==> src/rtl/galvo_pkg.sv <==
package galvo_pkg;

    // Half of the outgoing bit clock
    typedef enum logic {
        PH_HIGH,
        PH_LOW
    } clk_phase_e;

    // Section of the frame currently on the lines
    typedef enum logic [1:0] {
        SEG_HEAD,
        SEG_POS,
        SEG_PAR
    } frame_seg_e;

    localparam int AXES   = 2;
    localparam int AXIS_X = 0;
    localparam int AXIS_Y = 1;

endpackage

==> src/rtl/galvo_word_queue.sv <==
module galvo_word_queue #(
    parameter int W     = 16,
    parameter int DEPTH = 2
) (
    input  logic         clk,
    input  logic         rst_n,
    input  logic         in_valid,
    output logic         in_ready,
    input  logic [W-1:0] in_data,
    output logic         out_valid,
    output logic [W-1:0] out_data,
    input  logic         pop
);
    localparam int PW = (DEPTH > 1) ? $clog2(DEPTH) : 1;
    localparam int CW = $clog2(DEPTH + 1);
    localparam logic [PW-1:0] PTR_LAST = PW'(DEPTH - 1);
    localparam logic [CW-1:0] FULL_CNT = CW'(DEPTH);

    logic [W-1:0]  mem [DEPTH];
    logic [PW-1:0] wr_ptr, rd_ptr;
    logic [CW-1:0] cnt;
    logic          push, take;

    assign in_ready  = (cnt != FULL_CNT);
    assign out_valid = (cnt != '0);
    assign out_data  = mem[rd_ptr];
    assign push      = in_valid && in_ready;
    assign take      = pop && out_valid;

    always_ff @(posedge clk) begin
        if (push) begin
            mem[wr_ptr] <= in_data;
        end
    end

    always_ff @(posedge clk) begin
        if (!rst_n) begin
            wr_ptr <= '0;
            rd_ptr <= '0;
            cnt    <= '0;
        end else begin
            if (push) begin
                wr_ptr <= (wr_ptr == PTR_LAST) ? '0 : wr_ptr + 1'b1;
            end
            if (take) begin
                rd_ptr <= (rd_ptr == PTR_LAST) ? '0 : rd_ptr + 1'b1;
            end
            unique case ({push, take})
                2'b10:   cnt <= cnt + 1'b1;
                2'b01:   cnt <= cnt - 1'b1;
                default: cnt <= cnt;
            endcase
        end
    end

endmodule

==> src/rtl/galvo_frame_seq.sv <==
module galvo_frame_seq
    import galvo_pkg::*;
#(
    parameter int HALF_CYC = 2,
    parameter int HDR_W    = 3,
    parameter int POS_W    = 16
) (
    input  logic clk,
    input  logic rst_n,
    output logic bclk,
    output logic sync,
    output logic bit_end,
    output logic frame_end
);
    localparam int HCW     = (HALF_CYC > 1) ? $clog2(HALF_CYC) : 1;
    localparam int SEG_MAX = (HDR_W > POS_W) ? HDR_W : POS_W;
    localparam int SCW     = $clog2(SEG_MAX + 1);
    localparam logic [HCW-1:0] HALF_LAST = HCW'(HALF_CYC - 1);
    localparam logic [SCW-1:0] HDR_LAST  = SCW'(HDR_W - 1);
    localparam logic [SCW-1:0] POS_LAST  = SCW'(POS_W - 1);

    clk_phase_e     ph_q, ph_d;
    frame_seg_e     seg_q, seg_d;
    logic [HCW-1:0] hc_q, hc_d;
    logic [SCW-1:0] sc_q, sc_d;
    logic           half_done, last_cyc;

    assign half_done = (hc_q == HALF_LAST);
    assign last_cyc  = (ph_q == PH_LOW) && half_done;

    // State register
    always_ff @(posedge clk) begin
        if (!rst_n) begin
            ph_q  <= PH_HIGH;
            hc_q  <= '0;
            seg_q <= SEG_HEAD;
            sc_q  <= '0;
        end else begin
            ph_q  <= ph_d;
            hc_q  <= hc_d;
            seg_q <= seg_d;
            sc_q  <= sc_d;
        end
    end

    // Next state
    always_comb begin
        hc_d  = half_done ? '0 : hc_q + 1'b1;
        ph_d  = ph_q;
        seg_d = seg_q;
        sc_d  = sc_q;
        unique case (ph_q)
            PH_HIGH: if (half_done) ph_d = PH_LOW;
            PH_LOW:  if (half_done) ph_d = PH_HIGH;
            default: ph_d = PH_HIGH;
        endcase
        if (last_cyc) begin
            unique case (seg_q)
                SEG_HEAD: begin
                    if (sc_q == HDR_LAST) begin
                        seg_d = SEG_POS;
                        sc_d  = '0;
                    end else begin
                        sc_d = sc_q + 1'b1;
                    end
                end
                SEG_POS: begin
                    if (sc_q == POS_LAST) begin
                        seg_d = SEG_PAR;
                        sc_d  = '0;
                    end else begin
                        sc_d = sc_q + 1'b1;
                    end
                end
                SEG_PAR: begin
                    seg_d = SEG_HEAD;
                    sc_d  = '0;
                end
                default: begin
                    seg_d = SEG_HEAD;
                    sc_d  = '0;
                end
            endcase
        end
    end

    // Outputs
    always_comb begin
        bclk      = (ph_q == PH_HIGH);
        sync      = (seg_q != SEG_PAR);
        bit_end   = last_cyc;
        frame_end = last_cyc && (seg_q == SEG_PAR);
    end

endmodule

==> src/rtl/galvo_axis_ser.sv <==
module galvo_axis_ser #(
    parameter int               HDR_W     = 3,
    parameter int               POS_W     = 16,
    parameter logic [HDR_W-1:0] HDR_PAT   = HDR_W'(1),
    parameter logic [POS_W-1:0] IDLE_WORD = {1'b1, {(POS_W-1){1'b0}}}
) (
    input  logic             clk,
    input  logic             rst_n,
    input  logic             bit_end,
    input  logic             frame_end,
    input  logic             load,
    input  logic [POS_W-1:0] new_word,
    output logic             line
);
    localparam int FW = HDR_W + POS_W + 1;

    function automatic logic [FW-1:0] build_frame(input logic [POS_W-1:0] w);
        logic [FW-1:0] f;
        f    = {HDR_PAT, w, 1'b0};
        f[0] = ^f;
        return f;
    endfunction

    logic [POS_W-1:0] word_q, word_d;
    logic [FW-1:0]    sh_q, sh_d;

    // State register
    always_ff @(posedge clk) begin
        if (!rst_n) begin
            word_q <= IDLE_WORD;
            sh_q   <= build_frame(IDLE_WORD);
        end else begin
            word_q <= word_d;
            sh_q   <= sh_d;
        end
    end

    // Next state: a fresh frame at the boundary, a shift at every other bit end
    always_comb begin
        word_d = word_q;
        sh_d   = sh_q;
        if (frame_end) begin
            word_d = load ? new_word : word_q;
            sh_d   = build_frame(word_d);
        end else if (bit_end) begin
            sh_d = {sh_q[FW-2:0], 1'b0};
        end
    end

    // Output
    always_comb begin
        line = sh_q[FW-1];
    end

endmodule

==> src/rtl/galvo_xy_tx.sv <==
module galvo_xy_tx
    import galvo_pkg::*;
#(
    parameter int POS_W    = 16,
    parameter int HDR_W    = 3,
    parameter int HALF_CYC = 2,
    parameter int QDEPTH   = 2
) (
    input  logic             clk,
    input  logic             rst_n,
    input  logic             x_valid,
    output logic             x_ready,
    input  logic [POS_W-1:0] x_word,
    input  logic             y_valid,
    output logic             y_ready,
    input  logic [POS_W-1:0] y_word,
    output logic             bclk_p,
    output logic             bclk_n,
    output logic             fsync_p,
    output logic             fsync_n,
    output logic             xdat_p,
    output logic             xdat_n,
    output logic             ydat_p,
    output logic             ydat_n
);
    localparam logic [HDR_W-1:0] HDR_PAT = HDR_W'(1);
    localparam logic [POS_W-1:0] CENTRE  = {1'b1, {(POS_W-1){1'b0}}};

    logic             bclk, sync, bit_end, frame_end, take_pair;
    logic [AXES-1:0]  w_valid, w_ready, q_valid, ax_load, ax_line;
    logic [POS_W-1:0] w_data [AXES];
    logic [POS_W-1:0] q_data [AXES];

    assign w_valid[AXIS_X] = x_valid;
    assign w_valid[AXIS_Y] = y_valid;
    assign w_data[AXIS_X]  = x_word;
    assign w_data[AXIS_Y]  = y_word;
    assign x_ready         = w_ready[AXIS_X];
    assign y_ready         = w_ready[AXIS_Y];

    galvo_frame_seq #(
        .HALF_CYC (HALF_CYC),
        .HDR_W    (HDR_W),
        .POS_W    (POS_W)
    ) i_seq (
        .clk       (clk),
        .rst_n     (rst_n),
        .bclk      (bclk),
        .sync      (sync),
        .bit_end   (bit_end),
        .frame_end (frame_end)
    );

    // Y is written last, so its presence marks a complete pair
    assign take_pair = frame_end && q_valid[AXIS_Y];

    for (genvar a = 0; a < AXES; a++) begin : g_axis
        assign ax_load[a] = take_pair && q_valid[a];

        galvo_word_queue #(
            .W     (POS_W),
            .DEPTH (QDEPTH)
        ) i_queue (
            .clk       (clk),
            .rst_n     (rst_n),
            .in_valid  (w_valid[a]),
            .in_ready  (w_ready[a]),
            .in_data   (w_data[a]),
            .out_valid (q_valid[a]),
            .out_data  (q_data[a]),
            .pop       (ax_load[a])
        );

        galvo_axis_ser #(
            .HDR_W     (HDR_W),
            .POS_W     (POS_W),
            .HDR_PAT   (HDR_PAT),
            .IDLE_WORD (CENTRE)
        ) i_ser (
            .clk       (clk),
            .rst_n     (rst_n),
            .bit_end   (bit_end),
            .frame_end (frame_end),
            .load      (ax_load[a]),
            .new_word  (q_data[a]),
            .line      (ax_line[a])
        );
    end

    assign bclk_p  = bclk;
    assign bclk_n  = ~bclk;
    assign fsync_p = sync;
    assign fsync_n = ~sync;
    assign xdat_p  = ax_line[AXIS_X];
    assign xdat_n  = ~ax_line[AXIS_X];
    assign ydat_p  = ax_line[AXIS_Y];
    assign ydat_n  = ~ax_line[AXIS_Y];

endmodule

==> config.mk <==
export PLATFORM = sky130hd
export DESIGN_NAME = galvo_xy_tx
export DESIGN_NICKNAME = d
export VERILOG_FILES = /design/src/rtl/galvo_pkg.sv /design/src/rtl/galvo_word_queue.sv /design/src/rtl/galvo_frame_seq.sv /design/src/rtl/galvo_axis_ser.sv /design/src/rtl/galvo_xy_tx.sv
export SDC_FILE = /design/constraint.sdc
export NUM_CORES = 1
export LEC_CHECK = 0
export BUFFER_PORTS_ARGS = -buffer_cell sky130_fd_sc_hd__buf_2
export CAP_MARGIN = 40
export CORE_MARGIN = 3
export CORE_UTILIZATION = 30
export DETAILED_ROUTE_END_ITERATION = 7
export GPL_ROUTABILITY_DRIVEN = 0
export GPL_TIMING_DRIVEN = 0
export PLACE_DENSITY_LB_ADDON = 0.15
export SYNTH_ARGS = -nofsm -noshare
export SYNTH_HDL_FRONTEND = slang
export SYNTH_HIERARCHICAL = 1
export SYNTH_SLANG_ARGS = --single-unit
==> constraint.sdc <==
create_clock -name clk -period 3.65 [get_ports clk]
set_clock_uncertainty 0.2 [all_clocks]
set_input_delay 0.9125 -clock clk [delete_from_list [all_inputs] [get_ports clk]]
set_output_delay 0.9125 -clock clk [all_outputs]
set_load 0.01 [all_outputs]
# Word-level counts from Yosys, hierarchy flattened

Memories as Yosys holds them, arrays and structs flattened. A register that Yosys moved wholly into a read port is not among the register bits.
Index checks and enable logic that the tools add are counted.
W data, S select, Z words.

Register bits after elaboration: 89
Latch bits: 0
Bits in writable memories: 64
Bits in read-only memories: 0
Input bits: 36
Output and inout bits: 10
Memories kept: 2

Memory list:

| memory                | words | width | rd ports | clocked after Yosys merged registers in | write ports | RTL line               | text |
|---|---|---|---|---|---|---|---|
| g_axis[0].i_queue.mem | 2     | 16    | 1        | 1                                       | 1           | galvo_word_queue.sv:19 | `logic [W-1:0] mem [DEPTH];` |
| g_axis[1].i_queue.mem | 2     | 16    | 1        | 1                                       | 1           | galvo_word_queue.sv:19 |  |

Add/subtract/negate cells: 10
Multipliers: 0
Divide/modulo/power cells: 0
$lt $le $gt $ge: 0
Equal/unequal tests: 13
Shift operators: 0
Multiplexer cells: 29
Bitwise logic cells: 5
Reduce and logical (&&, ||, !) cells: 20

Operators with widths:

| kind                  | count |
|---|---|
| $mux W17              | 4 |
| $reduce_xor A20 Y1    | 2 |
| $mux W16              | 2 |
| $mux W1               | 14 |
| $pmux W2 S2           | 3 |
| $mux W5               | 2 |
| $pmux W5 S2           | 1 |
| $reduce_bool A2 Y1    | 5 |
| $logic_and A1 B1 Y1   | 9 |
| $eq A2 B1 Y1 const B  | 3 |
| $eq A2 B2 Y1 const B  | 3 |
| $ne A2 B2 Y1 const B  | 3 |
| $add A1 B1 Y1 const B | 5 |
| $add A5 B1 Y5 const B | 1 |
| $eq A5 B2 Y1 const B  | 1 |
| $eq A5 B4 Y1 const B  | 1 |
| $not A1 Y1            | 5 |
| $add A2 B1 Y2 const B | 2 |
| $mux W2               | 2 |
| $ne A2 B1 Y1 const B  | 2 |
| $reduce_or A2 Y1      | 2 |
| $sub A2 B1 Y2 const B | 2 |
| $reduce_and A3 Y1     | 1 |
| $logic_not A2 Y1      | 1 |
| $pmux W1 S2           | 1 |

# Longest topological paths before layout

Word-level depth: 7
Mapped depth: 11

# By module

Netlist, hierarchy kept.

By module, submodules not included:

| module           | times used | cells an instance | area an instance (µm²) | sequential area each (µm²) |
|---|---|---|---|---|
| galvo_axis_ser   | 2          | 189               | 1,884.3                | 720.7 |
| galvo_word_queue | 2          | 74                | 1,386.3                | 1,061.0 |
| galvo_frame_seq  | 1          | 58                | 519.2                  | 180.2 |
| galvo_xy_tx      | 1          | 6                 | 27.5                   | 0.0 |

# Worst setup path after synthesis

Ideal clock, no wire load.

Kind: register to register
Start point: reg i_seq.ph_q
End point: reg g_axis[0].i_ser.sh_q[0]
Arrival time: 2.287 ns
Data required time: 3.316 ns
Path slack: 1.029 ns
Cell stages (with the launch flop): 12
Path buffers: 2
Path through: dfxtp_1 > ha_1 > buf_2 > and3_1 > and3_1 > buf_6 > mux2i_1 > xnor2_1 > xnor2_1 > xnor2_1 > xnor2_1 > o32ai_1

Longest elaborated chain between the ends: 7

Ends and longest elaborated chain:

| what                     | RTL line              | text |
|---|---|---|
| start: declaration       | galvo_frame_seq.sv:22 | `clk_phase_e ph_q, ph_d;` |
| start signal: assignment | galvo_frame_seq.sv:39 | `ph_q <= ph_d;` |
| $logic_and A1 B1 Y1      | galvo_frame_seq.sv:29 | `assign last_cyc = (ph_q == PH_LOW) && half_done;` |
| via bit_end              | galvo_xy_tx.sv:29     | `logic bclk, sync, bit_end, frame_end, take_pair;` |
| $logic_and A1 B1 Y1      | galvo_frame_seq.sv:92 | `frame_end = last_cyc && (seg_q == SEG_PAR);` |
| via frame_end            | galvo_xy_tx.sv:29     |  |
| $logic_and A1 B1 Y1      | galvo_xy_tx.sv:55     | `assign take_pair = frame_end && q_valid[AXIS_Y];` |
| $logic_and A1 B1 Y1      | galvo_xy_tx.sv:58     | `assign ax_load[a] = take_pair && q_valid[a];` |
| via ax_load[0]           | galvo_xy_tx.sv:30     | `logic [AXES-1:0] w_valid, w_ready, q_valid, ax_load, ax_line;` |
| $mux W16                 | galvo_axis_ser.sv:43  | `word_d = load ? new_word : word_q;` |
| $reduce_xor A20 Y1       | galvo_axis_ser.sv:20  | `f[0] = ^f;` |
| $mux W17                 | galvo_axis_ser.sv:42  | `if (frame_end) begin` |
| end signal: assignment   | galvo_axis_ser.sv:31  | `sh_q <= build_frame(IDLE_WORD);` |
| end: declaration         | galvo_axis_ser.sv:25  | `logic [FW-1:0] sh_q, sh_d;` |

The timed path passes the listed nets, and every way through them passes these cells.
A chain may end at the register's enable or synchronous reset.

# Worst setup path in the final report

Start point: reg i_seq.hc_q (netlist: i_seq/half_done)
End point: reg g_axis[0].i_ser.word_q[3]

Longest elaborated chain between the ends: 5

Ends and longest elaborated chain:

| what                     | RTL line              | text |
|---|---|---|
| start: declaration       | galvo_frame_seq.sv:24 | `logic [HCW-1:0] hc_q, hc_d;` |
| start signal: assignment | galvo_frame_seq.sv:35 | `hc_q <= '0;` |
| start signal: assignment | galvo_frame_seq.sv:40 | `hc_q <= hc_d;` |
| $logic_and A1 B1 Y1      | galvo_frame_seq.sv:29 |  |
| via bit_end              | galvo_xy_tx.sv:29     |  |
| $logic_and A1 B1 Y1      | galvo_frame_seq.sv:92 |  |
| via frame_end            | galvo_xy_tx.sv:29     |  |
| $logic_and A1 B1 Y1      | galvo_xy_tx.sv:55     |  |
| $logic_and A1 B1 Y1      | galvo_xy_tx.sv:58     |  |
| via ax_load[0]           | galvo_xy_tx.sv:30     |  |
| $mux W16                 | galvo_axis_ser.sv:43  |  |
| end signal: assignment   | galvo_axis_ser.sv:33  | `word_q <= word_d;` |
| end: declaration         | galvo_axis_ser.sv:24  | `logic [POS_W-1:0] word_q, word_d;` |

The timed path passes the listed nets, and every way through them passes these cells.

==> flow_summary.json <==
{
  "r2r-start": "i_seq/half_done",
  "fmax_mhz": 303,
  "grt_pass1_wl_um": 24000,
  "finalHoldWorstSlack_ps": 239,
  "critical_path_class": "reg2reg",
  "initial_core_util": 0.309,
  "rsz0062_at_grt": "false",
  "cts_tree": "yes",
  "die_h_um": 160,
  "hold_end": "i_seq/half_done",
  "clk_latency_ps": 430,
  "dp_slack_ps": 185,
  "grt_max_degree": 24,
  "slew_violations": 0,
  "syn_area_mm2": 0.00709,
  "io_buffer_count": 45,
  "die-area_mm2": 0.0255,
  "startpoint_type": "flip-flop",
  "drt_iter0_drc": 240,
  "cts_made_buffers": 17,
  "yosys.cell_count.top_type": "dfxtp_1",
  "ys_seq_area_frac": 0.528,
  "endpoint_kind": "flip-flop",
  "ys.flop_type": "dfxtp_1",
  "drt_wl_total_um": 14600,
  "setup_tns_ps": 0,
  "antenna_left": 0,
  "critPathArrivalTime_ps": 3420,
  "setup-violations-final": 0,
  "final_nets": 697,
  "yosys.area.top_type": "edfxtp_1",
  "grt_antenna_before_repair": 0,
  "via_per_inst": 4.58,
  "utilization": 0.362,
  "cts_root_buf": "clkbuf_16",
  "diodes": 0,
  "synth_top_area_frac": 0.271,
  "postSynthNetCount": 633,
  "dp_hpwl_um": 10500,
  "io_pins": 46,
  "drc": 0,
  "setup_ws_ps": 348,
  "clock_sinks": 155,
  "n_fill_cell": 2253,
  "hold_viol": 0,
  "relSlewSlack": 0.428,
  "post_drt_wl_per_cell_um": 14.8,
  "synth-seq-cells": 155,
  "grtUsageMet1": 0.155,
  "tightest_slew_ps": 857,
  "rr_endpoint": "g_axis[0].i_ser/word_q[3]",
  "ff2ff_setup_slack_ps": 350,
  "synth.avg_cell_area_um2": 12.0,
  "cts_max_level": 4,
  "synth_common_cells": "91 x dfxtp_1, 64 x edfxtp_1, 47 x nand2_1",
  "cp-startpoint": "i_seq/half_done",
  "coreArea_mm2": 0.0229,
  "clock_path_buffers": 2,
  "hp-start": "i_seq/half_done",
  "vias": 4488,
  "min_path_cells": 1,
  "finalCritPeriodShare": 0.905,
  "ir_worst_vdd_v": 0.000271,
  "worstPathRequired_ps": 3760,
  "netlist_instances": 590,
  "dr.pass1.iters": 4,
  "synth_area_leaders": "edfxtp_1 27%, dfxtp_1 26%, mux2_2 7.0%, mux2i_1 6.4%, a21boi_1 3.7%",
  "ys_async_sr_fraction": 0,
  "p_total_uw": 3860,
  "ys_types": 41,
  "gr-usage-met3": 0.0293,
  "cts_hold_buf": 0,
  "path_clk_slew_ps": 70,
  "hp-class": "reg2reg",
  "period_needed_ps": 3300,
  "rows": 55,
  "area_growth_pct": 17.1,
  "seq_area_mm2": 0.00374,
  "status": "complete, no violations",
  "reg2reg_depth": 10,
  "multiInputGateArea_mm2": 0.00313,
  "grt.overflow.total": 0,
  "yosys_warnings": 6,
  "die_x_um": 160,
  "grt_pass1_vias": 4761,
  "max_cap_violations": 0,
  "busiest_layer": "met2",
  "drive_above_1_share": 0.214,
  "grt.total_usage": 0.117,
  "cp_max_fo": 14,
  "p_per_area_mw_per_mm2": 465,
  "met2_usage": 0.187,
  "leakagePower_uw": 0.00318,
  "synth-edff-count": 64
}
-- how the worst max path moves through the flow --
stage | end | slack [ps] | cells after the start
floorplan | g_axis[0].i_ser/sh_q[0] | 1030 | 11
global placement | g_axis[0].i_ser/sh_q[0] | 270 | 11
detailed placement | g_axis[0].i_ser/word_q[3] | 180 | 10
CTS | g_axis[0].i_ser/word_q[3] | 170 | 10
global route | g_axis[0].i_ser/word_q[8] | 180 | 10
finish | g_axis[0].i_ser/word_q[3] | 350 | 10
-- sequential cells by signal (all words and copies together) (netlist names), named ones only --
signal	flops
g_axis.i_ser/word_q	32
g_axis.i_queue/cnt	4
g_axis.i_ser/sh_q	40
i_seq/seg_q	2
i_seq/sc_q	5
g_axis.i_queue/wr_ptr	2
g_axis.i_queue/rd_ptr	2
i_seq/ph_q	1
g_axis.i_queue/mem	64
i_seq/half_done	1
-- critical path: stages, from the launching register on --
cell      delay [ps]
dfxtp_1          340
ha_2             370
buf_2            270
and3_1           340
and3_1           250
buf_6            150
buf_6            170
clkbuf_1         450
nand2_1          390
nand2_1          160
a21boi_1          80
-- logic make-up (layout without fill, tap and decap cells) --
kind of cell | Yosys count | after routing | share of synthesized area
flops | 155 | 155 | 0.528
fa+ha+maj | 7 | 7 | 0.0124
compound gates | 104 | 104 | 0.115
xor+xnor | 48 | 48 | 0.0593
buf+inv | 46 | 123 | 0.0305
mux | 111 | 111 | 0.170
simple gates | 119 | 119 | 0.0847
-- routing by layer --
metal / wire length (um) / vias to the layer above
met5: 0 / -
met4: 215 / 0
met3: 417 / 17
met2: 6700 / 56
met1: 7220 / 2175
li1: - / 2240
-- power by group --
group	internal, uW	switching (uW)	total (uW)	leakage [uW]
Clock	926	829	1760	0.000290
Sequential	1870	23.4	1890	0.00133
Combinational	91.3	119	211	0.00155
Total	2890	972	3860	0.00318
-- area by class of cell --
cell class                      count  area share
Timing Repair Buffer               45      0.0271
Clock inverter                     15      0.0205
Buffer                             35      0.0211
Clock buffer                       17      0.0512
Sequential cell                   155       0.451
Inverter                           11     0.00497
Tap cell                          313      0.0472
Multi-Input combinational cell    389       0.377
-- per-stage QoR --
step | std cells | instance area (um2)
detailed placement | 948 | 7700
global route | 980 | 8300
global placement | 948 | 7700
CTS | 980 | 8300
floorplan | 590 | 7090
finish | 980 | 8300
-- what timing repair did --
action	4_1_cts	5_1_grt
gates resized for setup	0	1
setup endpoints to repair	0	4
setup buffers	0	0
-- cell usage in the layout (no fill, tap or decap), drive strengths merged, types with 4 or more instances in the layout --
cell type and count:
dfxtp 91, edfxtp 64, mux2 62, buf 60, mux2i 49, nand2 47, a21boi 39, clkbuf 37
xnor2 28, o21a 26, nand3 23, inv 21, xor2 20, o211a 18, nor2b 12, and2 8
nand2b 8, nor2 8, ha 7, o21ai 7, and3 4, nand3b 4, clkinv 4
No activity file was read; power rests on OpenSTA's default activity.
